===== src/rtl/matrix_remap_pkg.sv =====
`timescale 1ns/1ps
package matrix_remap_pkg;

  localparam int unsigned NUM_AXES = 3;
  localparam int unsigned ORD_W    = 3;
  localparam int unsigned SKIP_W   = 2;
  localparam int unsigned MODE_W   = 2;

  typedef logic [1:0] axis_t;
  typedef axis_t [NUM_AXES-1:0] order_t;  // [0] = innermost

  function automatic order_t perm_order(input logic [ORD_W-1:0] p);
    order_t o;
    case (p)
      3'd1:    begin o[0] = 2'd0; o[1] = 2'd2; o[2] = 2'd1; end
      3'd2:    begin o[0] = 2'd1; o[1] = 2'd0; o[2] = 2'd2; end
      3'd3:    begin o[0] = 2'd1; o[1] = 2'd2; o[2] = 2'd0; end
      3'd4:    begin o[0] = 2'd2; o[1] = 2'd0; o[2] = 2'd1; end
      3'd5:    begin o[0] = 2'd2; o[1] = 2'd1; o[2] = 2'd0; end
      default: begin o[0] = 2'd0; o[1] = 2'd1; o[2] = 2'd2; end
    endcase
    return o;
  endfunction

endpackage


===== src/rtl/matrix_remap_axes.sv =====
`timescale 1ns/1ps
module matrix_remap_axes
  import matrix_remap_pkg::*;
#(
  parameter int unsigned DIM_W = 6
) (
  input  logic                               clk_i,
  input  logic                               rst_ni,
  input  logic                               clear_i,
  input  logic                               adv_i,
  input  logic [NUM_AXES-1:0][DIM_W-1:0]     size_m1_i,
  input  order_t                             order_i,
  output logic [NUM_AXES-1:0][DIM_W-1:0]     cnt_o
);

  logic [NUM_AXES-1:0][DIM_W-1:0] cnt_q;
  logic [NUM_AXES-1:0]            at_max;
  logic [NUM_AXES-1:0]            inc;
  logic [NUM_AXES:0]              carry;

  for (genvar a = 0; a < NUM_AXES; a++) begin : g_max
    assign at_max[a] = (cnt_q[a] == size_m1_i[a]);
  end

  // ripple carry through axes in nesting order
  always_comb begin
    inc      = '0;
    carry[0] = adv_i;
    for (int k = 0; k < NUM_AXES; k++) begin
      inc[order_i[k]] = carry[k];
      carry[k+1]      = carry[k] & at_max[order_i[k]];
    end
  end

  for (genvar a = 0; a < NUM_AXES; a++) begin : g_cnt
    always_ff @(posedge clk_i or negedge rst_ni) begin
      if (!rst_ni)       cnt_q[a] <= '0;
      else if (clear_i)  cnt_q[a] <= '0;
      else if (inc[a])   cnt_q[a] <= at_max[a] ? '0 : cnt_q[a] + DIM_W'(1);
    end
  end

  assign cnt_o = cnt_q;

endmodule


===== src/rtl/matrix_remap_combine.sv =====
`timescale 1ns/1ps
module matrix_remap_combine
  import matrix_remap_pkg::*;
#(
  parameter int unsigned DIM_W  = 6,
  parameter int unsigned OFS_W  = 4,
  parameter int unsigned STEP_W = 7,
  parameter int unsigned IDX_W  = 3*DIM_W+1
) (
  input  logic [NUM_AXES-1:0][DIM_W-1:0] cnt_i,
  input  logic [NUM_AXES-1:0][DIM_W-1:0] size_m1_i,
  input  order_t                         order_i,
  input  logic [NUM_AXES-1:0]            rev_i,
  input  logic [SKIP_W-1:0]              skip_i,
  input  logic [OFS_W-1:0]               offset_i,
  input  logic                           bypass_i,
  input  logic [STEP_W-1:0]              step_i,
  output logic [IDX_W-1:0]               idx_o
);

  localparam int unsigned SIZE_W = DIM_W + 1;

  logic [NUM_AXES-1:0][DIM_W-1:0]  eff;
  logic [NUM_AXES-1:0][SIZE_W-1:0] size;
  logic [NUM_AXES-1:0]             keep;
  logic [IDX_W-1:0]                acc, wgt, term;

  for (genvar a = 0; a < NUM_AXES; a++) begin : g_axis
    assign eff[a]  = rev_i[a] ? (size_m1_i[a] - cnt_i[a]) : cnt_i[a];
    assign size[a] = SIZE_W'(size_m1_i[a]) + SIZE_W'(1);
    assign keep[a] = (skip_i != SKIP_W'(a + 1));
  end

  // mixed-radix sum over kept axes, inner to outer
  always_comb begin
    acc = '0;
    wgt = IDX_W'(1);
    for (int k = 0; k < NUM_AXES; k++) begin
      term = IDX_W'(eff[order_i[k]]) * wgt;
      if (keep[order_i[k]]) begin
        acc = acc + term;
        wgt = wgt * IDX_W'(size[order_i[k]]);
      end
    end
  end

  assign idx_o = bypass_i ? IDX_W'(step_i) : acc + IDX_W'(offset_i);

endmodule


===== src/rtl/matrix_remap_gen.sv =====
`timescale 1ns/1ps
module matrix_remap_gen
  import matrix_remap_pkg::*;
#(
  parameter  int unsigned DIM_W   = 6,
  parameter  int unsigned OFS_W   = 4,
  parameter  int unsigned STEP_W  = 7,
  localparam int unsigned SHAPE_W = NUM_AXES*DIM_W + ORD_W + NUM_AXES + OFS_W + SKIP_W + MODE_W,
  localparam int unsigned IDX_W   = NUM_AXES*DIM_W + 1
) (
  input  logic               clk_i,
  input  logic               rst_ni,
  input  logic               start_i,
  input  logic               step_i,
  input  logic [SHAPE_W-1:0] shape_i,
  input  logic [STEP_W-1:0]  vl_i,
  output logic [IDX_W-1:0]   idx_o,
  output logic               valid_o,
  output logic               done_o
);

  localparam int unsigned ORD_LO  = NUM_AXES*DIM_W;
  localparam int unsigned REV_LO  = ORD_LO + ORD_W;
  localparam int unsigned OFS_LO  = REV_LO + NUM_AXES;
  localparam int unsigned SKIP_LO = OFS_LO + OFS_W;
  localparam int unsigned MODE_LO = SKIP_LO + SKIP_W;

  logic [SHAPE_W-1:0]             shape_q;
  logic [STEP_W-1:0]              vl_q, step_q;
  logic                           run_q;
  logic                           last, adv;
  logic [NUM_AXES-1:0][DIM_W-1:0] size_m1, cnt;
  logic [ORD_W-1:0]               perm;
  order_t                         order;
  logic                           bypass;

  for (genvar a = 0; a < NUM_AXES; a++) begin : g_dec
    assign size_m1[a] = shape_q[a*DIM_W +: DIM_W];
  end

  assign perm   = shape_q[ORD_LO +: ORD_W];
  assign order  = perm_order(perm);
  assign bypass = (shape_q == '0) || (shape_q[MODE_LO +: MODE_W] != '0) || (perm > ORD_W'(5));

  assign last = run_q && (step_q == vl_q - STEP_W'(1));
  assign adv  = run_q && step_i && !start_i && !last;

  always_ff @(posedge clk_i or negedge rst_ni) begin
    if (!rst_ni) begin
      shape_q <= '0;
      vl_q    <= '0;
      step_q  <= '0;
      run_q   <= 1'b0;
    end else if (start_i) begin
      shape_q <= shape_i;
      vl_q    <= vl_i;
      step_q  <= '0;
      run_q   <= (vl_i != '0);
    end else if (run_q && step_i) begin
      if (last) run_q  <= 1'b0;
      else      step_q <= step_q + STEP_W'(1);
    end
  end

  matrix_remap_axes #(.DIM_W(DIM_W)) u_axes (
    .clk_i     (clk_i),
    .rst_ni    (rst_ni),
    .clear_i   (start_i),
    .adv_i     (adv),
    .size_m1_i (size_m1),
    .order_i   (order),
    .cnt_o     (cnt)
  );

  matrix_remap_combine #(
    .DIM_W (DIM_W),
    .OFS_W (OFS_W),
    .STEP_W(STEP_W),
    .IDX_W (IDX_W)
  ) u_comb (
    .cnt_i     (cnt),
    .size_m1_i (size_m1),
    .order_i   (order),
    .rev_i     (shape_q[REV_LO +: NUM_AXES]),
    .skip_i    (shape_q[SKIP_LO +: SKIP_W]),
    .offset_i  (shape_q[OFS_LO +: OFS_W]),
    .bypass_i  (bypass),
    .step_i    (step_q),
    .idx_o     (idx_o)
  );

  assign valid_o = run_q;
  assign done_o  = last;

endmodule


===== config.mk =====
export PLATFORM = sky130hd
export DESIGN_NAME = matrix_remap_gen
export DESIGN_NICKNAME = d
export VERILOG_FILES = /design/src/rtl/matrix_remap_pkg.sv /design/src/rtl/matrix_remap_axes.sv /design/src/rtl/matrix_remap_combine.sv /design/src/rtl/matrix_remap_gen.sv
export SDC_FILE = /design/constraint.sdc
export NUM_CORES = 1
export LEC_CHECK = 0
export ABC_AREA = 1
export BUFFER_PORTS_ARGS = -buffer_cell sky130_fd_sc_hd__buf_2
export CAP_MARGIN = 20
export CORE_ASPECT_RATIO = 0.5
export CORE_MARGIN = 4
export CORE_UTILIZATION = 54
export DETAILED_ROUTE_END_ITERATION = 6
export GPL_TIMING_DRIVEN = 0
export PLACE_DENSITY = 0.71
export SLEW_MARGIN = 25
export SYNTH_ARGS = -nofsm -noshare
export SYNTH_HDL_FRONTEND = slang
export SYNTH_HIERARCHICAL = 1
export SYNTH_SLANG_ARGS = --single-unit

===== constraint.sdc =====
create_clock -name clk_i -period 19.1 [get_ports clk_i]
set_input_delay 0 -clock clk_i [delete_from_list [all_inputs] [get_ports clk_i]]
set_output_delay 0 -clock clk_i [all_outputs]
set_load 0.02 [all_outputs]

==> results of run 1 <==
==> layout make-up <==
type | count | share of cell area
Clock buffer | 10 | 0.0158
Sequential cell | 65 | 0.107
Inverter | 366 | 0.0910
Clock inverter | 6 | 0.00438
Multi-Input combinational cell | 1634 | 0.691
Tap cell | 336 | 0.0277
Timing Repair Buffer | 106 | 0.0505
Buffer | 40 | 0.0125
==> where the power goes <==
group	switching [mW]	internal [mW]	leakage [nW]
logic	1.32	0.715	7.42
clock network	0.0639	0.105	0.153
registers	0.0223	0.149	0.827
total	1.41	0.968	8.40
==> cell usage in the layout, fill, tap and decap left out, drive strengths merged, types with 13 or more instances in the layout <==
master | Yosys | layout
inv | 363 | 364
buf | 13 | 77
xnor2 | 13 | 13
nor3 | 14 | 14
ha | 129 | 129
nand4 | 26 | 26
clkbuf | 27 | 37
or2 | 14 | 14
nor2 | 296 | 296
a21oi | 68 | 68
nand2 | 586 | 586
o21ai | 106 | 106
nand3 | 164 | 164
xor2 | 25 | 25
fa | 119 | 119
dfrtp | 65 | 65
dlygate4sd3 | 0 | 42
==> path summary, 6_finish.rpt <==
path | start | endpoint | cells past startpoint
setup / recovery | shape_q[20] | idx_o[18] | 53
hold / removal | rst_ni | shape_q[5] | 2
setup reg to reg | shape_q[20] | u_axes/cnt_o[6] | 12
hold reg to reg | shape_q[31] | shape_q[31] | 2
max in group asynchronous | rst_ni | step_q[5] | 3
min in group clk_i | start_i | u_axes/cnt_o[2] | 4
==> cell families (layout without fill, tap and decap cells) <==
kind of cell	Yosys count	count (layout)	synth area share
compound gates	227	227	0.0970
buf+inv	406	528	0.115
simple gates	1120	1120	0.351
fa+ha+maj	248	248	0.292
flops	65	65	0.119
xor+xnor	38	38	0.0244
mux	1	1	0.00165
==> stage by stage <==
stage / area, um^2 / instances / hold WS [ns]
after floorplan: 13700 / 2105 / -0.296
after detailed placement: 14400 / 2505 / -0.134
after global routing: 15200 / 2563 / 0.0817
after CTS: 15200 / 2563 / 0.0498
after global placement: 14400 / 2504 / 0.200
final: 15200 / 2563 / 0.0544
==> layer usage <==
layer  routed length [um]  part of all wire  global-route usage  vias to the layer above
met4                  907             0.023              0.0817                        0
li1                     -                 -                   -                     6856
met1                18500              0.48               0.422                     6391
met2                16000              0.41               0.428                      484
met5                    0                 0                   0                        -
met3                 3200             0.083              0.0445                       64
==> timing repair <==
action | 4_1_cts | 5_1_grt
hold buffers | 42 | 0
endpoints found under the hold margin | 105 | 0
endpoints found under the setup margin | 0 | 0
==> state kept, by name (all words and copies together) (netlist names) <==
| signal | count |
|---|---|
| u_axes/cnt_o | 18 |
| vl_q | 7 |
| shape_q | 32 |
| step_q | 7 |
| valid_o | 1 |
==> critical path, delay by kind of cell (launching register included) <==
kind	cells	cell delay, ns
AO/OA/AOI/OAI	5	1.45
flip-flops	1	0.41
adder cells (fa/ha/maj)	10	4.34
buffers and inverters	12	1.78
AND/OR/NAND/NOR	26	3.81
==> metrics, run 1 <==
status complete, no violations; Crit. End Element output port; Initial Utilization 0.559; PD cells 157 nW/um^2; RSZ-0062 raised after global routing false; post_cts resized 0; vias in the first global route 13.2k; Synth Cell Area 13700 um^2; chip height 120 um; top cells by count, synth 568 x nand2_1, 349 x inv_1, 283 x nor2_1, 155 x nand3_1, 129 x ha_1; Worst path slowest cell o32ai_1; sequential fraction of the synthesis area 0.119; Reg clk slew, reported paths ~0.060 ns; FILL cells 2423; CP max FO 10; cell row count 40; hold crit path type input pin to asynchronous set/reset pin; YS warnings 6; Area growth, synth to finish 10.9%; die width about 230 um; Netlist cell types 52; CP max stage delay 0.64 ns; router iterations before antenna repair 5; Worst Slack Setup Final around 6.9 ns; Async SR Flop Fraction 1.00; share of cells above drive strength 1 0.0808; Post-synth EDFFs 0; Startpoint Class flip-flop; detailed-route DRC error count 0; GPL Wtd Cong 0.935; VDD IR-drop max about 0.15 mV; WP data arrival 12.16 ns; Top FF cell, synth dfrtp_1; CP most frequent cell nand2_1; GRT Residual Overflow 0; Die ar. 28100 um^2; Fin. Hold Viols 0; Final Critical Period 12.16 ns; Slew @ Worst Pin between 0.9 and 1 ns; Iteration-0 DRC Markers 1292; MaxCap Viol Count 0; Setup violations, final 0; Required @ worst endpoint 19.10 ns; antenna viol nets, final 0; fin util 0.620; top-area cell type share of the netlist area 0.174; core footprint 24400 um^2; Pleak 8.40 nW; total track usage 0.284; Routed WL 38600 um; routed vias/inst 5.38; number of port buffers 63; cell with the most instances after synthesis nand2_1; worst skew pair latency between 0.3 and 0.4 ns; largest net degree at the start of global routing between 50 and 60; Clock Skew 0.00602 ns; relative slew slack 0.384; CTS sink cnt 65; Post-Synthesis Cells 2105; Clock Path Buffers 2; CTS H-Tree Depth 3; TritonCTS clock tree done; IO Pins 64; syn_nets 2396; WL/cell 15.1 um; register area ~1600 um^2; CTS Root Cell clkbuf_16; Final Total Pwr about 2.4 mW; Yosys reg bits 65; antenna violations before repair 0; DP HPWL approximately 32000 um; ant diodes 0; first-pass GRT wire length 65300 um; CP Class flip-flop to output port; NumNets Final between 2k and 3k; Inserted Clock Buffers 9; setup TNS 0 ns; Final Max Slew Viols 0; period utilization 0.637; Worst R2R Setup Slack 16.07 ns; vias 13.8k; Synth area leaders fa_1 17%, nand2_1 16%, dfrtp_1 12%, ha_1 12%, inv_1 9.6%; fmax 0.0822 GHz; Setup Fix Bufs, Post-CTS 0; Avg Inst Size Synth 6.49 um^2; Place WS 7.57 ns; multi-input logic area 10500 um^2; Yosys top cell by area fa_1
(Power assumes the default switching activity.)
==> run 2, diff against run 1 <==
--- a/config.mk
+++ b/config.mk
@@ -13,7 +13,7 @@
 export CORE_UTILIZATION = 54
 export DETAILED_ROUTE_END_ITERATION = 6
 export GPL_TIMING_DRIVEN = 0
-export PLACE_DENSITY = 0.71
+export PLACE_DENSITY = 0.74
 export SLEW_MARGIN = 25
 export SYNTH_ARGS = -nofsm -noshare
 export SYNTH_HDL_FRONTEND = slang
==> constraint.sdc (replaced) <==
create_clock -name clk_i -period 9.8 [get_ports clk_i]
set_input_delay 0 -clock clk_i [delete_from_list [all_inputs] [get_ports clk_i]]
set_output_delay 0 -clock clk_i [all_outputs]
set_load 0.02 [all_outputs]
==> run 2 against run 1 <==
  * Via count increased by 5.2%
  * Cell count up 3.3%
  * Register-to-register slack worse by 9.0 ns
  * Power rose by 150%
  * Die area unchanged
==> metrics, run 2 (synthesized netlist as in run 1, its figures left out) <==
status complete, no violations; CTS Root Cell clkbuf_16; relative slew slack 0.392 (+0.00777); Fin. Hold Viols 0 (unchanged); total track usage 0.284 (+0.000348); Slew @ Worst Pin 0.903 ns (-0.0115 ns); RSZ-0062 raised after global routing true; Final Max Slew Viols 0 (unchanged); TritonCTS clock tree done; vias 14.5k (+5.2%); ant diodes 0 (unchanged); Initial Utilization 0.559 (unchanged); GRT Residual Overflow 0 (unchanged); CTS sink cnt 65 (unchanged); Die ar. 28100 um^2 (unchanged); PD cells 349 nW/um^2 (+120%); Routed WL 41100 um (+6.3%); Worst path slowest cell fa_1; hold crit path type input pin to asynchronous set/reset pin; first-pass GRT wire length 65300 um (about the same); number of port buffers 63 (unchanged); NumNets Final 2598 (+3.4%); worst skew pair latency 0.33 ns (about the same); MaxCap Viol Count 0 (unchanged); WP data arrival 9.56 ns (-2.60 ns); Clock Path Buffers 2 (unchanged); fmax 0.105 GHz; Pleak 8.97 nW (+6.7%); IO Pins 64 (unchanged); flip-flop count of the largest register after layout 32 (unchanged); chip height 120 um (unchanged); CP Class flip-flop to output port; CTS H-Tree Depth 3 (unchanged); WL/cell 15.5 um (+2.8%); cell row count 40 (unchanged); Clock Skew 0.00532 ns (-0.000697 ns); router iterations before antenna repair 6 (+1); Final Critical Period 9.56 ns; antenna viol nets, final 0 (unchanged); commonest non-fill, non-tap cells in the layout 539 x nand2_1, 326 x inv_1, 241 x nor2_1; VDD IR-drop max 0.440 mV (+190%); Area growth, synth to finish 24.1%; Startpoint Class flip-flop; routed vias/inst 5.48 (+1.8%); Reg clk slew, reported paths 0.06 ns (about the same); Required @ worst endpoint 9.80 ns (-9.30 ns); Crit. End Element output port; CP max stage delay 0.57 ns (-0.07 ns); FILL cells 2093 (-14%); GPL Wtd Cong 0.941 (+0.70%); Inserted Clock Buffers 9 (unchanged); largest net degree at the start of global routing 51 (-5.6%); core footprint 24400 um^2 (unchanged); detailed-route DRC error count 0 (unchanged); die width 233 um (unchanged); Iteration-0 DRC Markers 1546 (+20%); Most flops, register shape_q; antenna violations before repair 0 (unchanged); share of cells above drive strength 1 0.197 (+0.116); fin util 0.694 (+0.0735); Setup violations, final 0 (unchanged); vias in the first global route 13.3k (+0.70%); CP max FO 6 (-4); setup TNS 0 ns (unchanged); DP HPWL 31100 um (-1.8%); commonest non-fill, non-tap cell in the layout nand2_1; period utilization 0.976; register area 1640 um^2 (+0.92%); multi-input logic area 11400 um^2 (+8.9%)
-- run 2: worst paths after layout --
check	start	cells after the start	to	slack, ns
hold reg to reg	shape_q[31]	2	shape_q[31]	0.48
hold / removal	rst_ni	2	shape_q[2]	0.07
setup / recovery	shape_q[19]	49	idx_o[18]	0.24
setup reg to reg	vl_q[0]	17	u_axes/cnt_o[4]	7.09
min in group clk_i	start_i	4	u_axes/cnt_o[9]	0.11
max in group asynchronous	rst_ni	3	shape_q[14]	9.20
-- run 2: what timing repair did --
item	4_1_cts	5_1_grt
gates cloned	0	0
pin swaps	24	100
setup endpoints to repair	14	12
hold buffers	42	0
setup buffers	36	53
endpoints found under the hold margin	105	0
gates resized for setup	111	184
-- run 2: worst max-delay path, delay by kind of cell, from the launching register on --
family,cells,cell delay (ns)
flip-flops,1,0.38
AND/OR/NAND/NOR,21,2.26
buffers and inverters,16,1.51
adder cells (fa/ha/maj),10,4.38
AO/OA/AOI/OAI,2,0.66
-- run 2: layer usage --
| metal | up-vias | GRT usage | share of wire |
|---|---|---|---|
| li1 | 7039 | - | - |
| met5 | - | 0 | 0 |
| met3 | 82 | 0.0339 | 0.083 |
| met2 | 626 | 0.445 | 0.44 |
| met4 | 0 | 0.0626 | 0.019 |
| met1 | 6761 | 0.424 | 0.45 |
-- run 2: report_power, final --
group          internal (mW)  total (mW)  switching [mW]
clock network          0.251       0.380           0.129
logic                   2.05        5.20            3.15
registers              0.291       0.334          0.0427
total                   2.59        5.91            3.32
-- run 2: final cells by class --
| cell class | count | area share |
|---|---|---|
| clock inverters | 7 | 0.00746 |
| clock buffers | 9 | 0.0133 |
| inverters | 366 | 0.0823 |
| plain buffers | 36 | 0.0148 |
| repair buffers | 195 | 0.0878 |
| flip-flops and latches | 65 | 0.0968 |
| well taps | 336 | 0.0248 |
| multi-input cells | 1634 | 0.673 |
-- run 2: stage by stage --
stage | std cells | hold WS, ns | setup slack [ns] | total power, mW | area [um^2]
floorplan | 2105 | -0.296 | 0.301 | 3.37 | 13700
global placement | 2504 | 0.201 | -1.61 | 4.18 | 14400
detailed placement | 2505 | -0.116 | -1.61 | 4.20 | 14400
CTS | 2596 | 0.0719 | 0.00434 | 4.84 | 15900
global route | 2648 | 0.107 | -0.248 | 6.51 | 17000
finish | 2648 | 0.0724 | 0.240 | 5.91 | 17000
